## config.mk

```make
export PLATFORM = sky130hd
export DESIGN_NAME = rrc_top
export DESIGN_NICKNAME = d
export VERILOG_FILES = /design/src/rtl/rrc_pkg.sv /design/src/rtl/rrc_datapath.sv /design/src/rtl/rrc_ctrl.sv /design/src/rtl/rrc_top.sv
export SDC_FILE = /design/constraint.sdc
export NUM_CORES = 1
export LEC_CHECK = 0
export BUFFER_PORTS_ARGS = -buffer_cell sky130_fd_sc_hd__buf_4
export CAP_MARGIN = 10
export CORE_ASPECT_RATIO = 2
export CORE_MARGIN = 8
export CORE_UTILIZATION = 36
export CTS_CLUSTER_SIZE = 40
export DETAILED_ROUTE_END_ITERATION = 8
export MAX_ROUTING_LAYER = met4
export PLACE_DENSITY = 0.83
export SLEW_MARGIN = 5
export SYNTH_ARGS = -nofsm -noshare
export SYNTH_HDL_FRONTEND = slang
export SYNTH_SLANG_ARGS = --single-unit
```

## constraint.sdc

```tcl
create_clock -name clk -period 2.16 [get_ports clk]
set_input_delay 0.432 -clock clk [delete_from_list [all_inputs] [get_ports clk]]
set_output_delay 0.432 -clock clk [all_outputs]
set_load 0.1 [all_outputs]
```

## src/rtl/rrc_pkg.sv

```systemverilog
package rrc_pkg;
  typedef enum logic [2:0] {
    ST_IDLE,
    ST_SQUASH,
    ST_FLUSH,
    ST_COPY,
    ST_INVAL
  } recState_t;

  typedef struct packed {
    logic retireAccept;
    logic countFault;
    logic squash;
    logic flushQueue;
    logic copyRegs;
    logic invCache;
  } ctrlStrobe_t;
endpackage

```

## src/rtl/rrc_datapath.sv

```systemverilog
module rrc_datapath
  import rrc_pkg::*;
#(
  parameter int DATA_W   = 32,
  parameter int NUM_REGS = 8,
  parameter int TAG_W    = 6,
  parameter int CNT_W    = 8,
  parameter int LANE_W   = 8,
  localparam int IDX_W   = (NUM_REGS > 1) ? $clog2(NUM_REGS) : 1
) (
  input  logic              clk,
  input  logic              rstN,
  input  ctrlStrobe_t       strobe,
  input  logic [DATA_W-1:0] retireResult,
  input  logic              retireFrontInv,
  input  logic [DATA_W-1:0] frontResult,
  input  logic [DATA_W-1:0] secondResult,
  input  logic [TAG_W-1:0]  redunTag,
  output logic              mismatch,
  output logic              copyLast,
  output logic [IDX_W-1:0]  copyIndex,
  output logic [CNT_W-1:0]  faultCount,
  output logic              freeValid,
  output logic [TAG_W-1:0]  freeTag
);
  localparam int NUM_LANES = (DATA_W + LANE_W - 1) / LANE_W;
  localparam int PAD_W     = NUM_LANES * LANE_W;
  localparam logic [CNT_W-1:0] CNT_MAX  = '1;
  localparam logic [IDX_W-1:0] IDX_LAST = IDX_W'(NUM_REGS - 1);

  logic [DATA_W-1:0]    refResult;
  logic [PAD_W-1:0]     padRetire;
  logic [PAD_W-1:0]     padRef;
  logic [NUM_LANES-1:0] laneDiff;

  // Pick the reference copy: second execution when the leader's value is invalid.
  assign refResult = retireFrontInv ? secondResult : frontResult;
  assign padRetire = PAD_W'(retireResult);
  assign padRef    = PAD_W'(refResult);

  // Lane-wise compare keeps the reduction tree shallow for wide results.
  for (genvar lane = 0; lane < NUM_LANES; lane++) begin : g_lane
    assign laneDiff[lane] =
      |(padRetire[lane*LANE_W +: LANE_W] ^ padRef[lane*LANE_W +: LANE_W]);
  end

  assign mismatch = |laneDiff;
  assign copyLast = (copyIndex == IDX_LAST);

  // Register copy index: walks up while the copy strobe is active.
  always_ff @(posedge clk) begin
    if (!rstN) begin
      copyIndex <= '0;
    end else if (strobe.copyRegs && !copyLast) begin
      copyIndex <= copyIndex + 1'b1;
    end else begin
      copyIndex <= '0;
    end
  end

  // Saturating fault counter.
  always_ff @(posedge clk) begin
    if (!rstN) begin
      faultCount <= '0;
    end else if (strobe.countFault && (faultCount != CNT_MAX)) begin
      faultCount <= faultCount + 1'b1;
    end
  end

  // Scratch destination release, one cycle after the comparison.
  always_ff @(posedge clk) begin
    if (!rstN) begin
      freeValid <= 1'b0;
      freeTag   <= '0;
    end else begin
      freeValid <= strobe.retireAccept && retireFrontInv;
      if (strobe.retireAccept && retireFrontInv) begin
        freeTag <= redunTag;
      end
    end
  end
endmodule

```

## src/rtl/rrc_ctrl.sv

```systemverilog
module rrc_ctrl
  import rrc_pkg::*;
(
  input  logic        clk,
  input  logic        rstN,
  input  logic        retireValid,
  input  logic        mispredict,
  input  logic        mismatch,
  input  logic        copyLast,
  output ctrlStrobe_t strobe,
  output logic        retireStall
);
  recState_t state;
  recState_t stateNext;
  logic      idle;
  logic      accept;
  logic      fault;

  assign idle   = (state == ST_IDLE);
  assign accept = idle && retireValid;
  assign fault  = accept && mismatch;

  always_comb begin
    stateNext = state;
    unique case (state)
      ST_IDLE:   if (fault || mispredict) stateNext = ST_SQUASH;
      ST_SQUASH: stateNext = ST_FLUSH;
      ST_FLUSH:  stateNext = ST_COPY;
      ST_COPY:   if (copyLast) stateNext = ST_INVAL;
      ST_INVAL:  stateNext = ST_IDLE;
      default:   stateNext = ST_IDLE;
    endcase
  end

  always_ff @(posedge clk) begin
    if (!rstN) state <= ST_IDLE;
    else       state <= stateNext;
  end

  always_comb begin
    strobe              = '0;
    strobe.retireAccept = accept;
    strobe.countFault   = fault;
    strobe.squash       = (state == ST_SQUASH);
    strobe.flushQueue   = (state == ST_FLUSH);
    strobe.copyRegs     = (state == ST_COPY);
    strobe.invCache     = (state == ST_INVAL);
  end

  assign retireStall = !idle;
endmodule

```

## src/rtl/rrc_top.sv

```systemverilog
module rrc_top
  import rrc_pkg::*;
#(
  parameter int DATA_W   = 32,
  parameter int NUM_REGS = 8,
  parameter int TAG_W    = 6,
  parameter int CNT_W    = 8,
  localparam int IDX_W   = (NUM_REGS > 1) ? $clog2(NUM_REGS) : 1
) (
  input  logic              clk,
  input  logic              rstN,
  input  logic              retireValid,
  input  logic [DATA_W-1:0] retireResult,
  input  logic              retireFrontInv,
  input  logic [DATA_W-1:0] frontResult,
  input  logic [DATA_W-1:0] secondResult,
  input  logic [TAG_W-1:0]  redunTag,
  input  logic              mispredict,
  output logic              retireStall,
  output logic              squashAll,
  output logic              flushQueue,
  output logic              copyRegValid,
  output logic [IDX_W-1:0]  copyRegIndex,
  output logic              invalidateCache,
  output logic [CNT_W-1:0]  faultCount,
  output logic              freeValid,
  output logic [TAG_W-1:0]  freeTag
);
  ctrlStrobe_t strobe;
  logic        mismatch;
  logic        copyLast;

  rrc_ctrl u_ctrl (
    .clk         (clk),
    .rstN        (rstN),
    .retireValid (retireValid),
    .mispredict  (mispredict),
    .mismatch    (mismatch),
    .copyLast    (copyLast),
    .strobe      (strobe),
    .retireStall (retireStall)
  );

  rrc_datapath #(
    .DATA_W   (DATA_W),
    .NUM_REGS (NUM_REGS),
    .TAG_W    (TAG_W),
    .CNT_W    (CNT_W)
  ) u_dp (
    .clk            (clk),
    .rstN           (rstN),
    .strobe         (strobe),
    .retireResult   (retireResult),
    .retireFrontInv (retireFrontInv),
    .frontResult    (frontResult),
    .secondResult   (secondResult),
    .redunTag       (redunTag),
    .mismatch       (mismatch),
    .copyLast       (copyLast),
    .copyIndex      (copyRegIndex),
    .faultCount     (faultCount),
    .freeValid      (freeValid),
    .freeTag        (freeTag)
  );

  assign squashAll       = strobe.squash;
  assign flushQueue      = strobe.flushQueue;
  assign copyRegValid    = strobe.copyRegs;
  assign invalidateCache = strobe.invCache;
endmodule

```

* Yosys cells after proc, flatten, opt, wreduce, memory -nomap -nowiden
Cells that the tools add are included. Widths: inputs -> output; s select.
Cells by class: mux-type cells 4, reduce and logical (&&, ||, !) cells 12, bitwise logic cells 4, equality and inequality tests 8, add/subtract/negate cells 2
Operators by type and width (number):
- $mux 32 | 1
- $reduce_or 32->1 | 1
- $xor 8x8->8 | 4
- $pmux 3 s4 | 1
- $add 8x1->8 const B | 1
- $ne 8x8->1 const B | 1
- $eq 3x2->1 const B | 2
- $eq 3x3->1 const B | 2
- $mux 3 | 2
- $logic_and 1x1->1 | 5
- $reduce_and 2->1 | 2
- $add 3x1->3 const B | 1
- $eq 3x1->1 const B | 1
- $logic_not 3->1 | 1
- $logic_not 1->1 | 2
- $ne 2x1->1 const B | 1
- $ne 2x2->1 const B | 1
- $logic_or 1x1->1 | 1
Storage, ports and cells: register bits after elaboration 21

* Depth between registers and ports, before layout
Gate-level depths: netlist of run 1.
depth after elaboration 7, mapped depth 11

* Cells and area by module
From an unflattened synthesis of run 1, not the netlist that was laid out.
Unflattened totals: cells, all modules 178, area total of the unflattened synthesis 1609.0 um2
Modules (own cells, without submodules):
- rrc_datapath | instances 1, area each 1426.4 um2, cells an instance 156, sequential area each 360.3 um2
- rrc_ctrl | instances 1, area each 182.7 um2, cells an instance 22, sequential area each 60.1 um2

* Worst setup path after synthesis of run 1
Ideal clock, no wire load.
path type flip-flop to output port, from register u_ctrl.state[1], to output flushQueue, stages on the path, launching flop included 2, data arrival time 2.632 ns, slack -0.904 ns, cells stage by stage dfxtp_1 nor3b_1
On the way: word-level cells in the longest chain between the ends 1
Ends and longest elaborated chain:
- start, declared | RTL line rrc_ctrl.sv:13 | recState_t state;
- start signal, assigned | RTL line rrc_ctrl.sv:37 | else state <= stateNext;
- $eq 3x2->1 | RTL line rrc_ctrl.sv:45 | strobe.flushQueue = (state == ST_FLUSH);
- end, declared | RTL line rrc_top.sv:21 | output logic flushQueue,
Every way passes these cells.

* Final worst setup path of run 1
from input retireFrontInv, to register u_dp.faultCount[2]
On the way: word-level cells in the longest chain between the ends 5, elaborated cells between the ends (all ways) 8, those cells by class mux: 1; bitwise: 4; reduce/logical: 3
Ends and longest elaborated chain:
- start, declared | RTL line rrc_top.sv:14 | input logic retireFrontInv,
- $mux 32 (*) | RTL line rrc_datapath.sv:37 | assign refResult = retireFrontInv ? secondResult : frontResult;
- $xor 8x8->8 | RTL line rrc_datapath.sv:44 | |(padRetire[lane*LANE_W +: LANE_W] ^ padRef[lane*LANE_W +: LANE_W]);
- $reduce_or 32->1 (*) | RTL line rrc_datapath.sv:47 | assign mismatch = |laneDiff;
- $logic_and 1x1->1 (*) | RTL line rrc_ctrl.sv:21 | assign fault = accept && mismatch;
- $logic_and 1x1->1 (*) | RTL line rrc_datapath.sv:65 | end else if (strobe.countFault && (faultCount != CNT_MAX)) begin
- end signal, assigned | RTL line rrc_datapath.sv:66 | faultCount <= faultCount + 1'b1;
- end, declared | RTL line rrc_datapath.sv:22 | output logic [CNT_W-1:0] faultCount,
Mark *: on every way between the ends. The rest lies on a longest branch, timed or not. A chain may end at the register's enable or synchronous reset.

==> results of run 1 <==
==> final cells by class <==
class	count	area share, %
flip-flops and latches	21	15.4
repair buffers	139	38.7
well taps	55	2.47
clock inverters	1	0.180
inverters	3	0.405
clock buffers	3	1.48
multi-input cells	156	41.4
==> metal layers <==
metal  wire length, µm  track usage, %
met1              2140            16.3
met2              2910            27.4
met3               565            5.93
met4                21            2.25
met5                 0               -
==> worst register-to-register path, stage by stage (launching register included) <==
cell	delay, ns
dfxtp_1	0.37
nor3_1	0.27
buf_4	0.16
and2_1	0.32
nand2_1	0.13
or4_1	0.42
a21oi_1	0.14
==> layout by cell type (no fill, tap or decap) <==
cell	netlist	routed
nand4_1	3	3
clkinv_2	0	1
nand3_1	9	9
nand2b_1	4	4
dfxtp_2	0	6
and3b_1	1	1
ha_1	3	3
nor3_2	1	1
xnor2_1	32	32
mux2i_1	35	32
a221oi_1	1	1
inv_1	3	3
or3_1	3	3
buf_12	0	2
nand2_1	18	18
o41ai_1	1	1
or4_1	2	2
a21oi_1	10	10
buf_8	2	1
nor3_1	3	3
o21ai_0	5	5
buf_4	0	136
and2_1	3	3
nor2_1	4	4
o31ai_1	2	2
nor2_2	1	1
o311ai_0	1	1
nor4_1	10	10
nor3b_1	3	3
and3_1	1	1
clkbuf_8	0	3
mux2i_2	0	3
dfxtp_1	21	15
==> stage by stage <==
step                      setup TNS [ns]  instances  power (mW)  utilization, %
final                                  0        378        1.19            61.7
after global routing                   0        378        1.27            61.7
after CTS                              0        378        1.20            61.2
after detailed placement           -1.77        374       0.951            60.2
after global placement             -1.42        374       0.941            60.2
after floorplan                    -2.67        189       0.732               -
==> state kept, by name, summed over array words and instances, names as in the netlist <==
signal,count
u_dp.freeValid,1
u_ctrl.state,3
u_dp.freeTag,6
u_dp.copyIndex,3
u_dp.faultCount,8
==> power groups by stage <==
stage	registers [mW]	clock network (mW)	logic (mW)
global route	0.419	0.283	0.564
detailed placement	0.425	0	0.527
CTS	0.416	0.253	0.528
finish	0.416	0.248	0.528
floorplan	0.492	0	0.240
global placement	0.423	0	0.517
==> logic make-up (layout without fill, tap and decap cells) <==
group | count (synthesis) | after routing | share of synthesized area, %
flops | 21 | 21 | 25.4
simple gates | 66 | 66 | 21.4
xor+xnor | 32 | 32 | 16.9
fa+ha+maj | 3 | 3 | 2.26
buf+inv | 12 | 146 | 5.89
compound gates | 20 | 20 | 7.02
mux | 35 | 35 | 21.1
==> final timing paths <==
| path | startpoint | end | slack, ns | cells after the start |
|---|---|---|---|---|
| min reg2reg | u_dp.freeTag[3] | u_dp.freeTag[3] | 0.46 | 2 |
| min | redunTag[2] | u_dp.freeTag[2] | 0.44 | 3 |
| max reg2reg | u_ctrl.state[1] | u_dp.faultCount[2] | 0.27 | 6 |
| max | retireFrontInv | u_dp.faultCount[2] | 0.15 | 10 |
==> repair_timing <==
action | in CTS | in global routing
setup buffers | 0 | 0
hold endpoints to repair | 0 | 0
gates resized for setup | 0 | 5
setup endpoints to repair | 0 | 7
==> impl_metrics.json, run 1 <==
{
  "outcome": "complete, no violations",
  "multi_input_area_um2": 1150,
  "p_int_uw": 791,
  "clock_skew_ns": 0.00478,
  "final_nets": 434,
  "drtIter0Drc": 55,
  "ys_seq_area_share_pct": 25.4,
  "overflow": 0,
  "vias": 1906,
  "hpwl_mm": 5.01,
  "root_buffer": "clkbuf_8",
  "switchingPower_uw": 401,
  "relSlewSlack_pct": 52.3,
  "synthTopCellsByArea": "dfxtp_1 (25%), mux2i_1 (21%), xnor2_1 (17%), nand2_1 (4.1%), nor4_1 (3.8%)",
  "crit_fanout": 13,
  "p_seq_share_pct": 34.9,
  "drt_pass1_iterations": 4,
  "period_share_pct": 93.0,
  "synth_edf_count": 0,
  "start_util_pct": 36.8,
  "final-setup-viol-count": 0,
  "ys_ff_latch": 21,
  "ir_drop_v": 0.000403,
  "worstSkewPairLatency_ns": 0.25,
  "slew_violations": 0,
  "cts-buffers-inserted": 3,
  "worst_pin_slew_ns": 0.709,
  "fin_area_um2": 2780,
  "num_rows": 35,
  "clkPwrFrac_pct": 20.8,
  "pre_cts_slack_ns": -0.227,
  "regArea_um2": 428,
  "insertedDiodeCount": 0,
  "yosys_most_used_dff": "dfxtp_1",
  "port_buffers": 129,
  "die_width_um": 64.0,
  "die_height_um": 112,
  "core_area_um2": 4510,
  "place.gp.congestion": 0.895,
  "combPwrFrac_pct": 44.3,
  "ys_async_sr_fraction_pct": 0,
  "synth_fp_nets": 299,
  "ant_nets": 0,
  "syn_to_final_growth_pct": 67.8,
  "drive_gt1_share_pct": 47.7,
  "cts_max_level": 1,
  "whs_ns": 0.436,
  "cp_cell_sequence": "buf_8, buf_12, mux2i_1, xnor2_1, nor4_1, nand4_1, nor2_2, buf_4, or4_1, a21oi_1",
  "grt_util_all_layers_pct": 15.7,
  "clk_pin_slew_ns": 0.08,
  "synthMostInstantiatedCell": "mux2i_1",
  "cp_num_buf_inv": 3,
  "required_ns": 2.34,
  "crit_path_end_kind": "flip-flop",
  "fillCellCount": 363,
  "crit_type": "input port to flip-flop",
  "crit_family": "simple AND/OR/NAND/NOR gates",
  "dpl-instance-area_um2": 2720,
  "worst_slack_ns": 0.151,
  "p_per_area_nw_per_um2": 428,
  "rsz0062_at_grt": "no",
  "die_area_um2": 7160,
  "yosys_warnings": 0,
  "leakage_nw": 1.30,
  "netlist_instances": 189,
  "grt_max_degree": 14,
  "avgSynthCellArea_um2": 8.77,
  "cpPeakStageDelay_ns": 0.51,
  "drt-vias-per-instance": 5.04,
  "netlist.area_leader.share_pct": 25.4,
  "critPathLaunchType": "input port",
  "hold_class": "input port to flip-flop",
  "cts_tree": "done",
  "grt_pass1_vias": 2142,
  "drv_cap": 0,
  "antenna_found_initial": 0,
  "cp.arrival_ns": 2.19,
  "ctsHoldBuffers": 0,
  "yosysTopAreaCell": "dfxtp_1",
  "synth_commonest_cells": "mux2i_1 (35), xnor2_1 (32), dfxtp_1 (21)",
  "grt_pass1_wl_mm": 9.23,
  "min_period_ns": 2.01,
  "cts.path.max_buffers": 2,
  "drc": 0,
  "syn_area_um2": 1660,
  "max_freq_ghz": 0.498,
  "ys_types": 29,
  "wl_mm": 5.64,
  "routedWlPerCell_um": 14.9,
  "ios": 130,
  "hold_viol_final": 0,
  "clock_sinks": 21,
  "swShare_pct": 33.6,
  "slowest_stage": "or4_1"
}
Note: power is estimated with default switching activity, not from simulation.
==> run 2: changes to the inputs <==
--- a/config.mk
+++ b/config.mk
@@ -5,15 +5,16 @@
 export SDC_FILE = /design/constraint.sdc
 export NUM_CORES = 1
 export LEC_CHECK = 0
+export ABC_AREA = 1
 export BUFFER_PORTS_ARGS = -buffer_cell sky130_fd_sc_hd__buf_4
 export CAP_MARGIN = 10
 export CORE_ASPECT_RATIO = 2
 export CORE_MARGIN = 8
-export CORE_UTILIZATION = 36
+export CORE_UTILIZATION = 40
 export CTS_CLUSTER_SIZE = 40
 export DETAILED_ROUTE_END_ITERATION = 8
 export MAX_ROUTING_LAYER = met4
-export PLACE_DENSITY = 0.83
+export PLACE_DENSITY = 0.84
 export SLEW_MARGIN = 5
 export SYNTH_ARGS = -nofsm -noshare
 export SYNTH_HDL_FRONTEND = slang
==> run 2 against run 1 <==
  * Sequential power rose by 1%
  * Clock skew decreased by 0.00053 ns
  * Largest power group unchanged
  * Clock power rose by 2%
  * Combinational power increased by 27%
  * Critical path type unchanged
  * Synthesized cell count rose by 100%
==> impl_metrics.json, run 2 <==
{
  "outcome": "complete, no violations",
  "crit_family": "simple AND/OR/NAND/NOR gates",
  "routedWlPerCell_um": 12.8,
  "syn_to_final_growth_pct": 49.9,
  "clock_sinks": 21,
  "slowest_stage": "inv_6",
  "hpwl_mm": 6.21,
  "clk_pin_slew_ns": 0.08,
  "port_buffers": 129,
  "synth_fp_nets": 494,
  "die_width_um": 67.3,
  "max_freq_ghz": 0.572,
  "ys_seq_area_share_pct": 20.0,
  "final-setup-viol-count": 0,
  "final_nets": 623,
  "drt-vias-per-instance": 4.90,
  "die_height_um": 119,
  "largest_register_ffs": 8,
  "synthTopCellsByArea": "nand2_1 (33%), dfxtp_1 (20%), inv_1 (7.8%), nand3b_1 (7.5%), nand3_1 (5.2%)",
  "cp_num_buf_inv": 2,
  "tns_ns": 0,
  "num_rows": 37,
  "hold_viol_final": 0,
  "root_buffer": "clkbuf_8",
  "ant_nets": 0,
  "netlist.area_leader.share_pct": 33.1,
  "grt_pass1_vias": 2768,
  "synthMostInstantiatedCell": "nand2_1",
  "yosysTopAreaCell": "nand2_1",
  "drc": 0,
  "grt_pass1_wl_mm": 11.6,
  "grt_util_all_layers_pct": 18.1,
  "fin_area_um2": 3160,
  "avgSynthCellArea_um2": 5.49,
  "leakage_nw": 1.85,
  "worst_pin_slew_ns": 0.459,
  "die_area_um2": 7990,
  "required_ns": 2.34,
  "postCtsSetupBuffers": 0,
  "ctsHoldBuffers": 0,
  "critPathLaunchType": "input port",
  "grt_max_degree": 34,
  "fillCellCount": 498,
  "vias": 2793,
  "syn_area_um2": 2110,
  "hold_class": "input port to flip-flop",
  "whs_ns": 0.408,
  "synth_edf_count": 0,
  "yosys_warnings": 0,
  "drive_gt1_share_pct": 30.7,
  "overflow": 0,
  "drtIter0Drc": 156,
  "cp.arrival_ns": 1.93,
  "crit_fanout": 33,
  "drt_pass1_iterations": 4,
  "cts-buffers-inserted": 3,
  "ir_drop_v": 0.000662,
  "synth_commonest_cells": "nand2_1 (186), inv_1 (44), nor2_1 (27)",
  "crit_type": "input port to flip-flop",
  "critPathMostFrequentCell": "nand2_1",
  "ys_ff_latch": 21,
  "postLayoutCoreUtil_pct": 62.0,
  "place.gp.congestion": 0.903,
  "cts_max_level": 1,
  "cpPeakStageDelay_ns": 0.23,
  "slew_violations": 0,
  "antenna_found_initial": 0,
  "wl_mm": 7.30,
  "relSlewSlack_pct": 69.2,
  "cts.path.max_buffers": 2,
  "clock_skew_ns": 0.00425,
  "min_period_ns": 1.75,
  "p_per_area_nw_per_um2": 425,
  "start_util_pct": 41.4,
  "insertedDiodeCount": 0,
  "top_regs": "u_dp.faultCount (8), u_dp.freeTag (6)",
  "dpl-instance-area_um2": 3110,
  "worstSkewPairLatency_ns": 0.26,
  "ys_async_sr_fraction_pct": 0,
  "core_area_um2": 5090,
  "netlist_instances": 384,
  "drv_cap": 0,
  "yosys_most_used_dff": "dfxtp_1",
  "ios": 130,
  "post_cts_resized": 0,
  "crit_path_end_kind": "flip-flop",
  "final_cell_mix": "nand2_1 (186), buf_4 (133), inv_1 (44)",
  "ys_types": 27,
  "rsz0062_at_grt": "no",
  "regMostFlops": "u_dp.faultCount",
  "layout_commonest_cell": "nand2_1",
  "cp_cell_sequence": "buf_4, inv_6, nand2_1, nand2_1, nand2_1, nand2_1, nand2_1, nor2_1, nand2_1, nor2_2, nand2_4, nand3_4, nand2_1, a21oi_1",
  "cts_tree": "done",
  "period_share_pct": 80.9
}
run 2: changes by cell type after synthesis, sizes merged, moves of 10 or more:
cell and delta:
nor2 +25, nand2 +177, inv +42, nor4 -10
mux2i -35, nand3 +14, nand3b +21, xnor2 -30
run 2: final cells by class:
cell class | instances | area, µm² | area share (%)
multi-input cells | 307 | 1420 | 45.0
repair buffers | 134 | 1020 | 32.2
flip-flops and latches | 21 | 424 | 13.4
inverters | 46 | 178 | 5.62
well taps | 58 | 72.6 | 2.30
clock buffers | 3 | 41.3 | 1.31
clock inverters | 1 | 5.00 | 0.158
run 2: through the flow:
stage               instances  total power, mW  setup slack [ns]
floorplan                 384            0.853            0.0148
global placement          566             1.09             0.172
detailed placement        566             1.10             0.114
CTS                       570             1.36             0.384
global route              570             1.43             0.150
finish                    570             1.34             0.413
run 2: metal layers:
layer	up-vias	wire (µm)	part of all wire [%]	GRT usage [%]
met3	14	535	7.3	2.37
li1	1445	-	-	-
met1	1236	2700	37	17.9
met2	98	3890	53	33.6
met5	-	0	0	-
met4	0	182	2.5	6.46
run 2: report_power, final:
| group | switching, mW | internal [mW] | leakage, nW |
|---|---|---|---|
| Sequential | 0.0152 | 0.406 | 0.172 |
| Combinational | 0.404 | 0.264 | 1.65 |
| Clock | 0.126 | 0.128 | 0.0255 |
run 2: path summary, 6_finish.rpt:
kind	from	cells past startpoint	endpoint	slack (ns)
hold / removal	rstN	3	u_dp.faultCount[0]	0.41
setup reg to reg	u_ctrl.state[2]	9	u_dp.faultCount[6]	0.53
setup / recovery	retireFrontInv	14	u_dp.faultCount[6]	0.41
hold reg to reg	u_dp.copyIndex[0]	1	u_dp.copyIndex[0]	0.46
run 2: logic make-up (layout without fill, tap and decap cells):
family	Yosys count	after routing	synth area share, %
AO/OA/AOI/OAI	17	17	4.34
buffers and inverters	56	184	12.8
adder cells (fa/ha/maj)	3	3	1.78
AND/OR/NAND/NOR	281	281	58.7
flip-flops	21	21	20.0
XOR/XNOR	6	6	2.49
run 2: worst reg2reg max path, delay by kind of cell (launching register included):
| family | cells | cell delay [ns] |
|---|---|---|
| flip-flops | 1 | 0.32 |
| buffers and inverters | 3 | 0.34 |
| AND/OR/NAND/NOR | 5 | 0.77 |
| AO/OA/AOI/OAI | 1 | 0.06 |
==> run 3: changes to the inputs <==
==> constraint.sdc (replaced) <==
create_clock -name clk -period 1.6 [get_ports clk]
set_input_delay 0.32 -clock clk [delete_from_list [all_inputs] [get_ports clk]]
set_output_delay 0.32 -clock clk [all_outputs]
set_load 0.1 [all_outputs]
==> run 3 against run 2 <==
  * The run now ends with negative setup slack left
  * Sequential power grew 37%
  * Final area is 12% higher
  * Non-clock buffer count is 17 higher
  * Clock power up 36%
  * Total power rose by 47%
  * Final cell count is 3.3% higher
  * First-iteration DRC count fell by 19%
  * Largest power group unchanged
==> impl_metrics.json, run 3 (synthesized netlist as in run 2, its figures left out) <==
{
  "vias": 2932,
  "root_buffer": "clkbuf_8",
  "required_ns": 1.76,
  "rsz0062_at_grt": "yes",
  "antenna_found_initial": 0,
  "insertedDiodeCount": 0,
  "grt_util_all_layers_pct": 19.3,
  "ir_drop_v": 0.000627,
  "timing.rr.start": "u_ctrl.state[2]",
  "syn_to_final_growth_pct": 68.2,
  "p_int_mw": 1.18,
  "drt_pass1_iterations": 4,
  "cts-buffers-inserted": 3,
  "start_util_pct": 41.4,
  "grt_max_degree": 18,
  "grt_pass1_vias": 2992,
  "wl_mm": 7.92,
  "grt_pass1_wl_mm": 12.3,
  "die_width_um": 67.3,
  "hold_viol_final": 0,
  "p_seq_share_pct": 29.3,
  "clock_skew_ns": 0.000952,
  "pre_cts_slack_ns": -0.287,
  "largest_register_ffs": 8,
  "crit_type": "input port to flip-flop",
  "swShare_pct": 40.2,
  "violations": "negative setup slack",
  "ios": 130,
  "final_nets": 642,
  "cpPeakStageDelay_ns": 0.14,
  "drc": 0,
  "port_buffers": 129,
  "fin_area_um2": 3540,
  "place_inst": 574,
  "clkPwrFrac_pct": 17.5,
  "die_height_um": 119,
  "hold_start": "rstN",
  "overflow": 0,
  "hpwl_mm": 6.40,
  "combPwrFrac_pct": 53.2,
  "multi_input_area_um2": 1540,
  "layout_commonest_cell": "nand2_1",
  "worst_pin_slew_ns": 0.549,
  "switchingPower_uw": 793,
  "max_freq_ghz": 0.621,
  "die_area_um2": 7990,
  "final_cell_mix": "nand2_1 (177), buf_4 (140), inv_1 (42)",
  "top_regs": "u_dp.faultCount (8), u_dp.freeTag (6)",
  "drv_cap": 0,
  "postLayoutCoreUtil_pct": 69.6,
  "worstSkewPairLatency_ns": 0.26,
  "leakage_nw": 2.01,
  "relSlewSlack_pct": 63.2,
  "regMostFlops": "u_dp.faultCount",
  "cp_cell_sequence": "buf_12, clkinv_8, buf_8, buf_6, nand2_4, nand3b_1, nand2_1, nand3_1, nor2_1, nand2_2, nor2_4, nand2_4, nand3_4, nand2_2, nand2_1, nor2_1",
  "tns_ns": -0.0250,
  "cts_tree": "done",
  "drtIter0Drc": 126,
  "cts.path.max_buffers": 2,
  "worst_slack_ns": -0.0103,
  "crit_fanout": 7,
  "worstSetupStartpoint": "retireFrontInv",
  "final-setup-viol-count": 3,
  "cts_max_level": 1,
  "clk_pin_slew_ns": 0.07,
  "outcome": "finished, violations left",
  "num_rows": 37,
  "routedWlPerCell_um": 13.4,
  "dpl-instance-area_um2": 3220,
  "core_area_um2": 5090,
  "instances_no_fill": 589,
  "period_share_pct": 101,
  "clock_sinks": 21,
  "regArea_um2": 442,
  "fillCellCount": 458,
  "crit_path_end_kind": "flip-flop",
  "cp.arrival_ns": 1.77,
  "ant_nets": 0,
  "slew_violations": 0,
  "min_period_ns": 1.61,
  "hold_class": "input port to flip-flop",
  "p_per_area_nw_per_um2": 557,
  "drive_gt1_share_pct": 38.8,
  "slowest_stage": "buf_8",
  "crit_family": "simple AND/OR/NAND/NOR gates",
  "cp_num_buf_inv": 4,
  "drt-vias-per-instance": 4.98,
  "place.gp.congestion": 0.802,
  "critPathLaunchType": "input port"
}
## run 3: cell types whose count changed in the layout (fill, tap and decap cells not counted), moves of 2 or more
cell     delta
nand2_1     -9
nor2_1      -5
buf_6       +2
dfxtp_2     +8
inv_1       -2
dfxtp_4     +2
buf_4       +7
nand2_4     +2
a21oi_1     -4
a21oi_2     +4
nand2_2     +8
nor2_4      +6
dfxtp_1    -10
buf_12      +6
## run 3: per-layer routing
| metal | wire [µm] | vias to the layer above | GRT usage [%] |
|---|---|---|---|
| met4 | 301 | 0 | 8.96 |
| met1 | 2740 | 1306 | 18.3 |
| met3 | 448 | 24 | 3.12 |
| li1 | - | 1485 | - |
| met2 | 4430 | 117 | 35.3 |
| met5 | 0 | - | - |
## run 3: per-stage QoR
step	total power, mW	hold slack [ns]
6_report	1.97	0.327
5_1_grt	2.08	0.335
4_1_cts	1.88	0.306
3_5_place_dp	1.52	0.415
3_3_place_gp	1.50	0.414
2_1_floorplan	1.18	0.431
## run 3: layout make-up
| class | count | area share (%) |
|---|---|---|
| timing repair buffer | 151 | 35.5 |
| sequential | 21 | 12.5 |
| multi-input combinational | 309 | 43.4 |
| inverter | 46 | 5.33 |
| tap | 58 | 2.05 |
| clock buffer | 4 | 1.27 |
## run 3: worst paths after layout
path,end,slack [ns],cells past startpoint
hold reg to reg,u_dp.copyIndex[0],0.42,1
setup reg to reg,u_ctrl.state[0],0.08,8
setup / recovery,u_dp.faultCount[0],-0.01,16
hold / removal,u_dp.faultCount[0],0.33,3
## run 3: power by group through the flow
stage | combinational (mW) | clock, mW | sequential, mW
after detailed placement | 0.931 | 0 | 0.585
after floorplan | 0.476 | 0 | 0.700
final | 1.05 | 0.345 | 0.578
after global routing | 1.13 | 0.373 | 0.582
after global placement | 0.914 | 0 | 0.584
after CTS | 0.958 | 0.346 | 0.573
## run 3: timing repair
item | CTS | global route
resized for setup | 10 | 35
hold buffers | 0 | 0
setup endpoints to repair | 6 | 19
buffers inserted | 0 | 8
gates cloned | 3 | 0
pin swaps | 1 | 20
## run 3: worst min-delay path, stage by stage
cell,delay [ns]
buf_4,0.12
nand2_1,0.06
nor2_1,0.04
